`src/rtl/scard_rx_pkg.sv`:
```
package scard_rx_pkg;

    typedef enum logic [2:0] {
        ST_IDLE,
        ST_WAIT_FIRST,
        ST_RX,
        ST_GAP,
        ST_HALT
    } rx_state_e;

    localparam logic [7:0] TS_DIRECT  = 8'h3B;
    localparam logic [7:0] TS_INVERSE = 8'h3F;

endpackage

```
`src/rtl/scard_char_decode.sv`:
```
module scard_char_decode #(
    parameter bit INVERSE = 1'b0
) (
    input  logic [8:0] raw_i,
    output logic [7:0] byte_o,
    output logic       parity_err_o
);
    logic [8:0] logic_bits;

    always_comb begin
        logic_bits = INVERSE ? ~raw_i : raw_i;
        for (int j = 0; j < 8; j++) begin
            byte_o[j] = INVERSE ? logic_bits[7-j] : logic_bits[j];
        end
        parity_err_o = ^logic_bits;
    end
endmodule

```
`src/rtl/scard_wait_timer.sv`:
```
module scard_wait_timer #(
    parameter int ETU_CLKS = 372,
    parameter int WAIT_ETU = 9600
) (
    input  logic clk,
    input  logic rst_n,
    input  logic run_i,
    input  logic clear_i,
    output logic expired_o
);
    localparam int DW = $clog2(ETU_CLKS);
    localparam int EW = $clog2(WAIT_ETU + 1);
    localparam logic [DW-1:0] DIV_LAST = DW'(ETU_CLKS - 1);
    localparam logic [EW-1:0] LIMIT    = EW'(WAIT_ETU);

    typedef struct packed {
        logic [DW-1:0] div;
        logic [EW-1:0] etu;
    } tmr_t;

    tmr_t tmr_d, tmr_q;

    always_comb begin
        tmr_d = tmr_q;
        if (clear_i) begin
            tmr_d.div = '0;
            tmr_d.etu = '0;
        end else if (run_i && tmr_q.etu != LIMIT) begin
            if (tmr_q.div == DIV_LAST) begin
                tmr_d.div = '0;
                tmr_d.etu = tmr_q.etu + 1'b1;
            end else begin
                tmr_d.div = tmr_q.div + 1'b1;
            end
        end
    end

    always_ff @(posedge clk or negedge rst_n) begin
        if (!rst_n) tmr_q <= '0;
        else        tmr_q <= tmr_d;
    end

    assign expired_o = (tmr_q.etu == LIMIT);
endmodule

```
`src/rtl/scard_atr_rx.sv`:
```
module scard_atr_rx #(
    parameter int ETU_CLKS  = 372,
    parameter int MIN_FIRST = 400,
    parameter int MAX_FIRST = 40000,
    parameter int WAIT_ETU  = 9600
) (
    input  logic       clk,
    input  logic       rst_n,
    input  logic       start_i,
    input  logic       io_i,
    output logic       card_rst_o,
    output logic [7:0] byte_o,
    output logic       byte_valid_o,
    output logic       parity_err_o,
    output logic       frame_err_o,
    output logic       conv_valid_o,
    output logic       inverse_o,
    output logic       conv_err_o,
    output logic       window_err_o,
    output logic       timeout_o
);
    import scard_rx_pkg::*;

    localparam int CW = $clog2(ETU_CLKS);
    localparam int FW = $clog2(MAX_FIRST + 1);
    localparam logic [CW-1:0] ETU_LAST  = CW'(ETU_CLKS - 1);
    localparam logic [CW-1:0] MID_POINT = CW'(ETU_CLKS / 2);
    localparam logic [FW-1:0] FIRST_LO  = FW'(MIN_FIRST);
    localparam logic [FW-1:0] FIRST_HI  = FW'(MAX_FIRST);
    localparam logic [3:0]    STOP_IDX  = 4'd10;

    typedef struct packed {
        rx_state_e     st;
        logic          card_rst;
        logic          io_prev;
        logic [CW-1:0] etu_cnt;
        logic [3:0]    bit_idx;
        logic [8:0]    raw;
        logic [FW-1:0] first_cnt;
        logic          conv_known;
        logic          inverse;
        logic [7:0]    data;
        logic          valid;
        logic          perr;
        logic          ferr;
        logic          win_err;
        logic          conv_err;
        logic          tmo;
    } rx_t;

    rx_t rx_d, rx_q;

    // decoders for both conventions, index 0 direct, 1 inverse
    logic [7:0] dec_byte [2];
    logic       dec_perr [2];

    for (genvar g = 0; g < 2; g++) begin : g_dec
        scard_char_decode #(.INVERSE(g == 1)) u_dec (
            .raw_i        (rx_q.raw),
            .byte_o       (dec_byte[g]),
            .parity_err_o (dec_perr[g])
        );
    end

    logic tmr_clear, tmr_run, tmr_expired;

    scard_wait_timer #(.ETU_CLKS(ETU_CLKS), .WAIT_ETU(WAIT_ETU)) u_wait (
        .clk       (clk),
        .rst_n     (rst_n),
        .run_i     (tmr_run),
        .clear_i   (tmr_clear),
        .expired_o (tmr_expired)
    );

    logic fall;
    assign fall    = rx_q.io_prev & ~io_i;
    assign tmr_run = (rx_q.st == ST_RX) || (rx_q.st == ST_GAP);

    always_comb begin
        rx_d         = rx_q;
        rx_d.valid   = 1'b0;
        rx_d.perr    = 1'b0;
        rx_d.ferr    = 1'b0;
        rx_d.io_prev = io_i;
        tmr_clear    = 1'b0;

        unique case (rx_q.st)
            ST_IDLE: begin
                if (start_i) begin
                    rx_d.card_rst  = 1'b1;
                    rx_d.first_cnt = '0;
                    rx_d.st        = ST_WAIT_FIRST;
                end
            end
            ST_WAIT_FIRST: begin
                if (fall) begin
                    if (rx_q.first_cnt < FIRST_LO) begin
                        rx_d.win_err = 1'b1;
                        rx_d.st      = ST_HALT;
                    end else begin
                        rx_d.st      = ST_RX;
                        rx_d.etu_cnt = CW'(1);
                        rx_d.bit_idx = '0;
                        tmr_clear    = 1'b1;
                    end
                end else if (rx_q.first_cnt == FIRST_HI) begin
                    rx_d.win_err = 1'b1;
                    rx_d.st      = ST_HALT;
                end else begin
                    rx_d.first_cnt = rx_q.first_cnt + 1'b1;
                end
            end
            ST_RX: begin
                rx_d.etu_cnt = (rx_q.etu_cnt == ETU_LAST) ? '0 : rx_q.etu_cnt + 1'b1;
                if (rx_q.etu_cnt == MID_POINT) begin
                    rx_d.bit_idx = rx_q.bit_idx + 1'b1;
                    if (rx_q.bit_idx == '0) begin
                        if (io_i) rx_d.st = ST_GAP;   // start bit not low: drop it
                    end else if (rx_q.bit_idx != STOP_IDX) begin
                        rx_d.raw = {io_i, rx_q.raw[8:1]};
                    end else begin
                        rx_d.st = ST_GAP;
                        if (!rx_q.conv_known) begin
                            if (dec_byte[0] == TS_DIRECT) begin
                                rx_d.conv_known = 1'b1;
                                rx_d.inverse    = 1'b0;
                            end else if (dec_byte[1] == TS_INVERSE) begin
                                rx_d.conv_known = 1'b1;
                                rx_d.inverse    = 1'b1;
                            end else begin
                                rx_d.conv_err = 1'b1;
                                rx_d.st       = ST_HALT;
                            end
                        end
                        if (rx_d.st == ST_GAP) begin
                            rx_d.valid = 1'b1;
                            rx_d.data  = dec_byte[rx_d.inverse];
                            rx_d.perr  = dec_perr[rx_d.inverse];
                            rx_d.ferr  = ~io_i;
                        end
                    end
                end
            end
            ST_GAP: begin
                if (fall) begin
                    rx_d.st      = ST_RX;
                    rx_d.etu_cnt = CW'(1);
                    rx_d.bit_idx = '0;
                    tmr_clear    = 1'b1;
                end
            end
            default: ;
        endcase

        if (tmr_run && tmr_expired && !tmr_clear) begin
            rx_d.tmo   = 1'b1;
            rx_d.st    = ST_HALT;
            rx_d.valid = 1'b0;
            rx_d.perr  = 1'b0;
            rx_d.ferr  = 1'b0;
        end
    end

    always_ff @(posedge clk or negedge rst_n) begin
        if (!rst_n) begin
            rx_q         <= '0;
            rx_q.st      <= ST_IDLE;
            rx_q.io_prev <= 1'b1;
        end else begin
            rx_q <= rx_d;
        end
    end

    assign card_rst_o   = rx_q.card_rst;
    assign byte_o       = rx_q.data;
    assign byte_valid_o = rx_q.valid;
    assign parity_err_o = rx_q.perr;
    assign frame_err_o  = rx_q.ferr;
    assign conv_valid_o = rx_q.conv_known;
    assign inverse_o    = rx_q.inverse;
    assign conv_err_o   = rx_q.conv_err;
    assign window_err_o = rx_q.win_err;
    assign timeout_o    = rx_q.tmo;
endmodule

```
`config.mk`:
```
export PLATFORM = sky130hd
export DESIGN_NAME = scard_atr_rx
export DESIGN_NICKNAME = d
export VERILOG_FILES = /design/src/rtl/scard_rx_pkg.sv /design/src/rtl/scard_char_decode.sv /design/src/rtl/scard_wait_timer.sv /design/src/rtl/scard_atr_rx.sv
export SDC_FILE = /design/constraint.sdc
export NUM_CORES = 1
export LEC_CHECK = 0
export ABC_AREA = 0
export BUFFER_PORTS_ARGS = -buffer_cell sky130_fd_sc_hd__buf_2
export CORE_ASPECT_RATIO = 1.25
export CORE_MARGIN = 3
export CORE_UTILIZATION = 30
export CTS_BUF_LIST = sky130_fd_sc_hd__clkbuf_16
export CTS_CLUSTER_SIZE = 20
export DETAILED_ROUTE_END_ITERATION = 8
export PLACE_DENSITY = 0.55
export SYNTH_ARGS = -nofsm -noshare
export SYNTH_HDL_FRONTEND = slang
export SYNTH_SLANG_ARGS = --single-unit
```
`constraint.sdc`:
```
create_clock -name clk -period 1.8 [get_ports clk]
set_input_delay 0.27 -clock clk [delete_from_list [all_inputs] [get_ports clk]]
set_output_delay 0.27 -clock clk [all_outputs]
set_load 0.05 [all_outputs]
```
; After elaboration in Yosys (flattened, before gate mapping)
; Cells that the tools add are included.
[word_totals]
regBits = 82
latchBits = 0
mem_bits_rw = 0
rom_bits = 0
in_bits = 4
out_inout_bits = 17
mem_count = 0
[op_classes]
add_sub_neg = 5
multipliers = 0
div_mod_pow = 0
n_lt_le_gt_ge = 2
eq_ne = 27
shifts = 0
n_mux = 60
n_bitwise = 9
reduce_logical = 26
[ops]
columns = operator, n
row1 = $mux W3, 22
row2 = $mux W13, 4
row3 = $mux W16, 3
row4 = $mux W23, 2
row5 = $pmux W13 S3, 1
row6 = $mux W9, 4
row7 = $pmux W16 S2, 1
row8 = $mux W8, 3
row9 = $add A9 B1 Y9 const B, 2
row10 = $eq A9 B9 Y1 const B, 2
row11 = $reduce_xor A9 Y1, 2
row12 = $add A16 B1 Y16 const B, 1
row13 = $eq A16 B16 Y1 const B, 1
row14 = $eq A8 B6 Y1 const B, 2
row15 = $lt A16 B9 Y1 const B, 1
row16 = $reduce_and A4 Y1, 4
row17 = $add A14 B1 Y14 const B, 1
row18 = $eq A14 B14 Y1 const B, 1
row19 = $mux W14, 1
row20 = $mux W2, 7
row21 = $ne A14 B14 Y1 const B, 1
row22 = $reduce_and A7 Y1, 2
row23 = $ne A2 B2 Y1 const B, 6
row24 = $pmux W3 S4, 1
row25 = other kinds (29), 54

; Longest topological paths before layout
[logic_depth]
ltp_word = 19
ltp_mapped = 8
depth_no_buf = 7

; Modules after synthesis
; From an unflattened synthesis, not the netlist that was laid out.
[unflattened]
hier_cells = 510
area_unflattened_um2 = 4962.3
[by_module_without_submodules]
columns = module, instances, cells_each, area_each_um2
row1 = scard_atr_rx, 1, 339, 3289.4
row2 = scard_wait_timer, 1, 141, 1417.6
row3 = scard_char_decode (g_dec[0].u_dec), 1, 15, 142.6
row4 = scard_char_decode (g_dec[1].u_dec), 1, 15, 112.6

; Least setup slack after synthesis
; OpenSTA, ideal clock, no wires.
[synth_path]
path_type = register -> register
from = reg rx_q[37] (netlist name)
to = reg rx_q (netlist bit conv_valid_o)
setup_ns = 0.127
arrival_time_ns = 1.720
path_slack_ns = -0.047
path_stages_with_launch = 8
path_cell_list = dfrtp_1 > inv_1 > ha_1 > a22o_1 > a31oi_1 > nor4_4 > buf_6 > or2_2
[synth_between]
elab_chain_len = 9
word_cells_on_any_way = 10
cone_classes = eq/ne: 2 / mux: 7 / bitwise: 1
[synth_lines]
columns = element, line_no
row1 = start: declaration, scard_atr_rx.sv:51  ; rx_t rx_d, rx_q;
row2 = start signal: assignment, scard_atr_rx.sv:170  ; rx_q <= rx_d;
row3 = $not A9 Y9, scard_char_decode.sv:11  ; logic_bits = INVERSE ? ~raw_i : raw_i;
row4 = $eq A8 B6 Y1, scard_atr_rx.sv:127  ; end else if (dec_byte[1] == TS_INVERSE) begin
row5 = $mux W2, scard_atr_rx.sv:127
row6 = $mux W2 (*), scard_atr_rx.sv:124  ; if (dec_byte[0] == TS_DIRECT) begin
row7 = $mux W2 (*), scard_atr_rx.sv:123  ; if (!rx_q.conv_known) begin
row8 = $mux W2 (*), scard_atr_rx.sv:119  ; end else if (rx_q.bit_idx != STOP_IDX) begin
row9 = $mux W2 (*), scard_atr_rx.sv:117  ; if (rx_q.bit_idx == '0) begin
row10 = $mux W2 (*), scard_atr_rx.sv:115  ; if (rx_q.etu_cnt == MID_POINT) begin
row11 = $mux W2 (*), scard_atr_rx.sv:87  ; unique case (rx_q.st)
; Mark *: on every way between the ends. The rest lies on a longest branch, timed or not. The select of a mux whose other input is x is not followed.
; A chain may end at the register's enable or synchronous reset.

; Worst setup path in the final report
[layout_path]
from = reg rx_q[45] (netlist name)
to = reg rx_q[43] (netlist name)
[layout_between]
elab_chain_len = 3
[layout_lines]
columns = element, line_no
row1 = $eq A9 B8 Y1, scard_atr_rx.sv:115
row2 = $ne A2 B1 Y1 (no source line), n/a
row3 = $reduce_and A5 Y1 (no source line), n/a
; Every way passes these cells.

==> results.rst <==
.. list-table::
   :header-rows: 1

   * - Metric
     - Value
   * - Outcome
     - complete, but fails checks
   * - Violated checks
     - negative setup slack
   * - Worst ir drop on vdd
     - about 760 uV
   * - Number of enable-type register cells in the synthesized netlist
     - 0
   * - Average vias per placed instance
     - around 5
   * - DRC violation total after the first TritonRoute iteration
     - roughly 160
   * - Area fraction in compound gates after synthesis
     - a little under an eighth
   * - Fill cell instance count of the final layout
     - approximately 1400
   * - Antenna violation net count after detailed routing
     - 0
   * - Reported max-cap violation count
     - 0
   * - Total GRT Usage
     - between 10 and 15%
   * - Post-layout net count
     - 615
   * - Post-synth top area cell
     - sky130_fd_sc_hd__dfrtp_1
   * - Chip Height
     - 145 um
   * - Most used standard cell by instance count after synthesis
     - sky130_fd_sc_hd__dfrtp_1
   * - Count of cell types in the netlist
     - 65
   * - Fraction of the mapped netlist area in simple logic gates
     - 24.0%
   * - Share of the synthesized netlist area taken by xor and xnor gates
     - just over 5%
   * - Via count of the first global-routing pass
     - roughly 4000
   * - Final non-filler cell total
     - 782
   * - Clock tree from TritonCTS
     - done
   * - Data arrival time at the worst-slack endpoint
     - around 2.1 ns
   * - Vias post-DR
     - about 4000
   * - Hpwl dp
     - 8120 um
   * - Final setup margin
     - -0.0341 ns
   * - Maximum number of pins on one net before global-route repair
     - 32
   * - Synthesized area
     - roughly 4600 um^2
   * - Clock tree buffer depth
     - 2
   * - Achievable clock frequency
     - 545 MHz
   * - Area share of fa/ha/maj cells after synthesis
     - under 10%
   * - Final Instance Area
     - about 6400 um^2
   * - Initial core utilization
     - a little under a third
   * - Multi-input logic area
     - roughly 2600 um^2
   * - Register Area
     - 2060 um^2
   * - Fin crit share
     - 102%
   * - Req. time, crit path
     - between 2 and 2.5 ns
   * - Async set-or-reset flop fraction in the synthesized netlist
     - 100%
   * - Syn. warnings
     - 0
   * - Clock net sink count
     - between 80 and 90
   * - Wire length of the first global-routing pass
     - 18900 um
   * - Final routed wire length divided by cell count
     - 15.0 um
   * - Cell chosen for the clock root
     - sky130_fd_sc_hd__clkbuf_16
   * - Combinational family with the most area after synthesis
     - simple AND/OR/NAND/NOR gates
   * - Worst Skew
     - ~0.011 ns
   * - Number of nets produced by synthesis
     - slightly below 500
   * - Period minus WS final
     - about 1.8 ns
   * - Worst min path class
     - in -> reg
   * - Row count
     - 50
   * - Die Outline Area
     - around 17000 um^2
   * - Power density over the cells
     - between 1000 and 1500 nW/um^2
   * - DR pass1 iterations
     - 4
   * - Multiplexer share of the synthesized area
     - 5.66%
   * - Proportion of netlist area held by the largest area contributor
     - between 40% and 50%
   * - Final Total Pwr
     - 6.94 mW
   * - Worst Tran Pin Value
     - approximately 0.44 ns
   * - Clock buffer count from CTS
     - 9
   * - Worst setup path class
     - reg -> reg
   * - IO Pins
     - 21
   * - Die Width
     - 117 um
   * - Antenna fix cells
     - 0
   * - Leak pwr
     - approximately 2.9 nW
   * - Proportion of layout cells with a drive suffix above 1
     - between 30% and 40%
   * - Final Wtd Congestion
     - around 0.87
   * - Ys flop type
     - sky130_fd_sc_hd__dfrtp_1
   * - Total congestion overflow after global routing
     - 0
   * - Number of DRC violations after detailed routing
     - 0
   * - Initial antenna violation count
     - 0
   * - Yosys reg bits
     - 82
   * - Leading cell types by count after synthesis
     - sky130_fd_sc_hd__dfrtp_1, sky130_fd_sc_hd__nand2_1, sky130_fd_sc_hd__nor2_1, sky130_fd_sc_hd__a21oi_1, sky130_fd_sc_hd__nand3_1
   * - Post-placement cell area
     - between 5000 and 6000 um^2
   * - Leading cell types by total area after synthesis
     - sky130_fd_sc_hd__dfrtp_1, sky130_fd_sc_hd__ha_1, sky130_fd_sc_hd__nand2_1, sky130_fd_sc_hd__mux2i_1, sky130_fd_sc_hd__nor2_1
   * - Worst Hold Slack
     - ~0.19 ns
   * - Crit path launch type
     - flip-flop
   * - Sequential element share of the synthesized area
     - approximately 44%
   * - Core area
     - between 15000 and 20000 um^2
   * - Number of placed instances, taps included
     - 746
   * - Area growth, synth to finish
     - 38.0%
   * - Summed negative setup slack over all endpoints
     - -0.0600 ns
   * - Number of failing setup endpoints in the final timing report
     - 3
   * - Normalized max-slew margin
     - between 70 and 80%
   * - Unrepaired setup endpoints after global routing
     - true
   * - Clock transition at the register clock pins on the worst setup and hold paths after CTS
     - 0.06 ns
   * - CTS H-tree lvls
     - 3
   * - Kind of end point of the critical path
     - flip-flop
   * - Syn Area/Cell
     - 9.78 um^2
   * - Mapped Cells
     - roughly 470
   * - Routed wire length
     - 11700 um
   * - PortBufs
     - 20
   * - Critical path fanouts, max
     - 3
   * - Clock insertion delay at the later pin of the skew report
     - between 0.3 and 0.4 ns
   * - Number of hold violations in the final report
     - 0
   * - Number of slew-limit violations in the final report
     - 0
-- metal layers --
| metal | global-route usage, % | up-vias | wire length, um |
|---|---|---|---|
| met3 | 2.91 | 21 | 313 |
| met4 | 5.07 | 0 | 242 |
| met2 | 24.0 | 64 | 6090 |
| li1 | - | 1945 | - |
| met1 | 17.2 | 1914 | 5060 |
| met5 | 0 | - | 0 |
-- repair_timing --
item / CTS / global route
cloned: 1 / 1
endpoints found under the setup margin: 30 / 59
hold buffers: 1 / 0
resized for setup: 16 / 58
pin swaps: 6 / 25
hold endpoints to repair: 29 / 0
setup buffers: 4 / 14
-- final timing paths --
kind                       startpoint    endpoint  slack, ns  cells after the start
min reg2reg                conv_err_o  conv_err_o       0.46                      1
max                          rx_q[45]    rx_q[43]      -0.03                      7
min                              io_i    rx_q[54]       0.19                      2
max reg2reg                  rx_q[45]    rx_q[43]      -0.03                      7
max in group asynchronous       rst_n    rx_q[54]       0.82                      3
min in group asynchronous       rst_n   byte_o[3]       0.41                      2
-- critical path: stages (launching register included) --
cell	delay (ns)
sky130_fd_sc_hd__dfrtp_1	0.39
sky130_fd_sc_hd__inv_2	0.06
sky130_fd_sc_hd__ha_1	0.13
sky130_fd_sc_hd__and4b_2	0.30
sky130_fd_sc_hd__a31oi_1	0.10
sky130_fd_sc_hd__or3_4	0.33
sky130_fd_sc_hd__or3_1	0.31
sky130_fd_sc_hd__a21oi_1	0.13
-- kinds of logic after synthesis --
group / Yosys count
adders and majority gates: 16
buffers and inverters: 47
xor gates and xnor gates: 27
muxes: 25
and+or+nand+nor: 195
AOI/OAI and AO/OA: 80
DFF: 82
-- through the flow --
step                      setup WS [ns]  util [%]
final                           -0.0341      42.4
after global routing             -0.109      42.4
after CTS                       -0.0217      40.1
after detailed placement         -0.143      37.1
after global placement           -0.142      37.1
after floorplan                 0.00156         -
-- final cells by class --
class / count / share of cell area [%]
multi-input combinational: 345 / 41.4
tap: 182 / 3.57
inverter: 21 / 1.30
sequential: 82 / 32.3
clock buffer: 9 / 3.53
timing repair buffer: 136 / 16.4
clock inverter: 7 / 1.59
-- flip-flops by register name, indices dropped and copies added, names as in the netlist --
name and flops:
timeout_o 1, rx_q 42, parity_err_o 1, frame_err_o 1, conv_err_o 1, byte_o 8, byte_valid_o 1, window_err_o 1
u_wait.tmr_q 23, conv_valid_o 1, card_rst_o 1, inverse_o 1
-- power by group --
| group | total, mW | internal [mW] | switching, mW |
|---|---|---|---|
| registers | 2.62 | 2.24 | 0.382 |
| clock network | 2.02 | 1.23 | 0.797 |
| logic | 2.29 | 1.12 | 1.17 |
-- layout by cell type, fill, tap and decap left out, drive strengths merged, types with 5 or more instances in the layout --
master / synthesis / routed
mux2i: 16 / 16
nor4: 6 / 6
inv: 21 / 22
buf: 21 / 135
xor2: 13 / 13
dfrtp: 81 / 81
nor2: 41 / 42
xnor2: 14 / 14
o21ai: 16 / 16
and4b: 5 / 5
nand4: 13 / 13
nand2: 43 / 43
nand3: 23 / 23
ha: 16 / 16
or3: 9 / 9
nand2b: 5 / 5
clkbuf: 5 / 9
a21oi: 22 / 22
mux2: 9 / 9
a31oi: 11 / 11
and3: 9 / 9
nor3: 11 / 11
(Power assumes the default switching activity.)
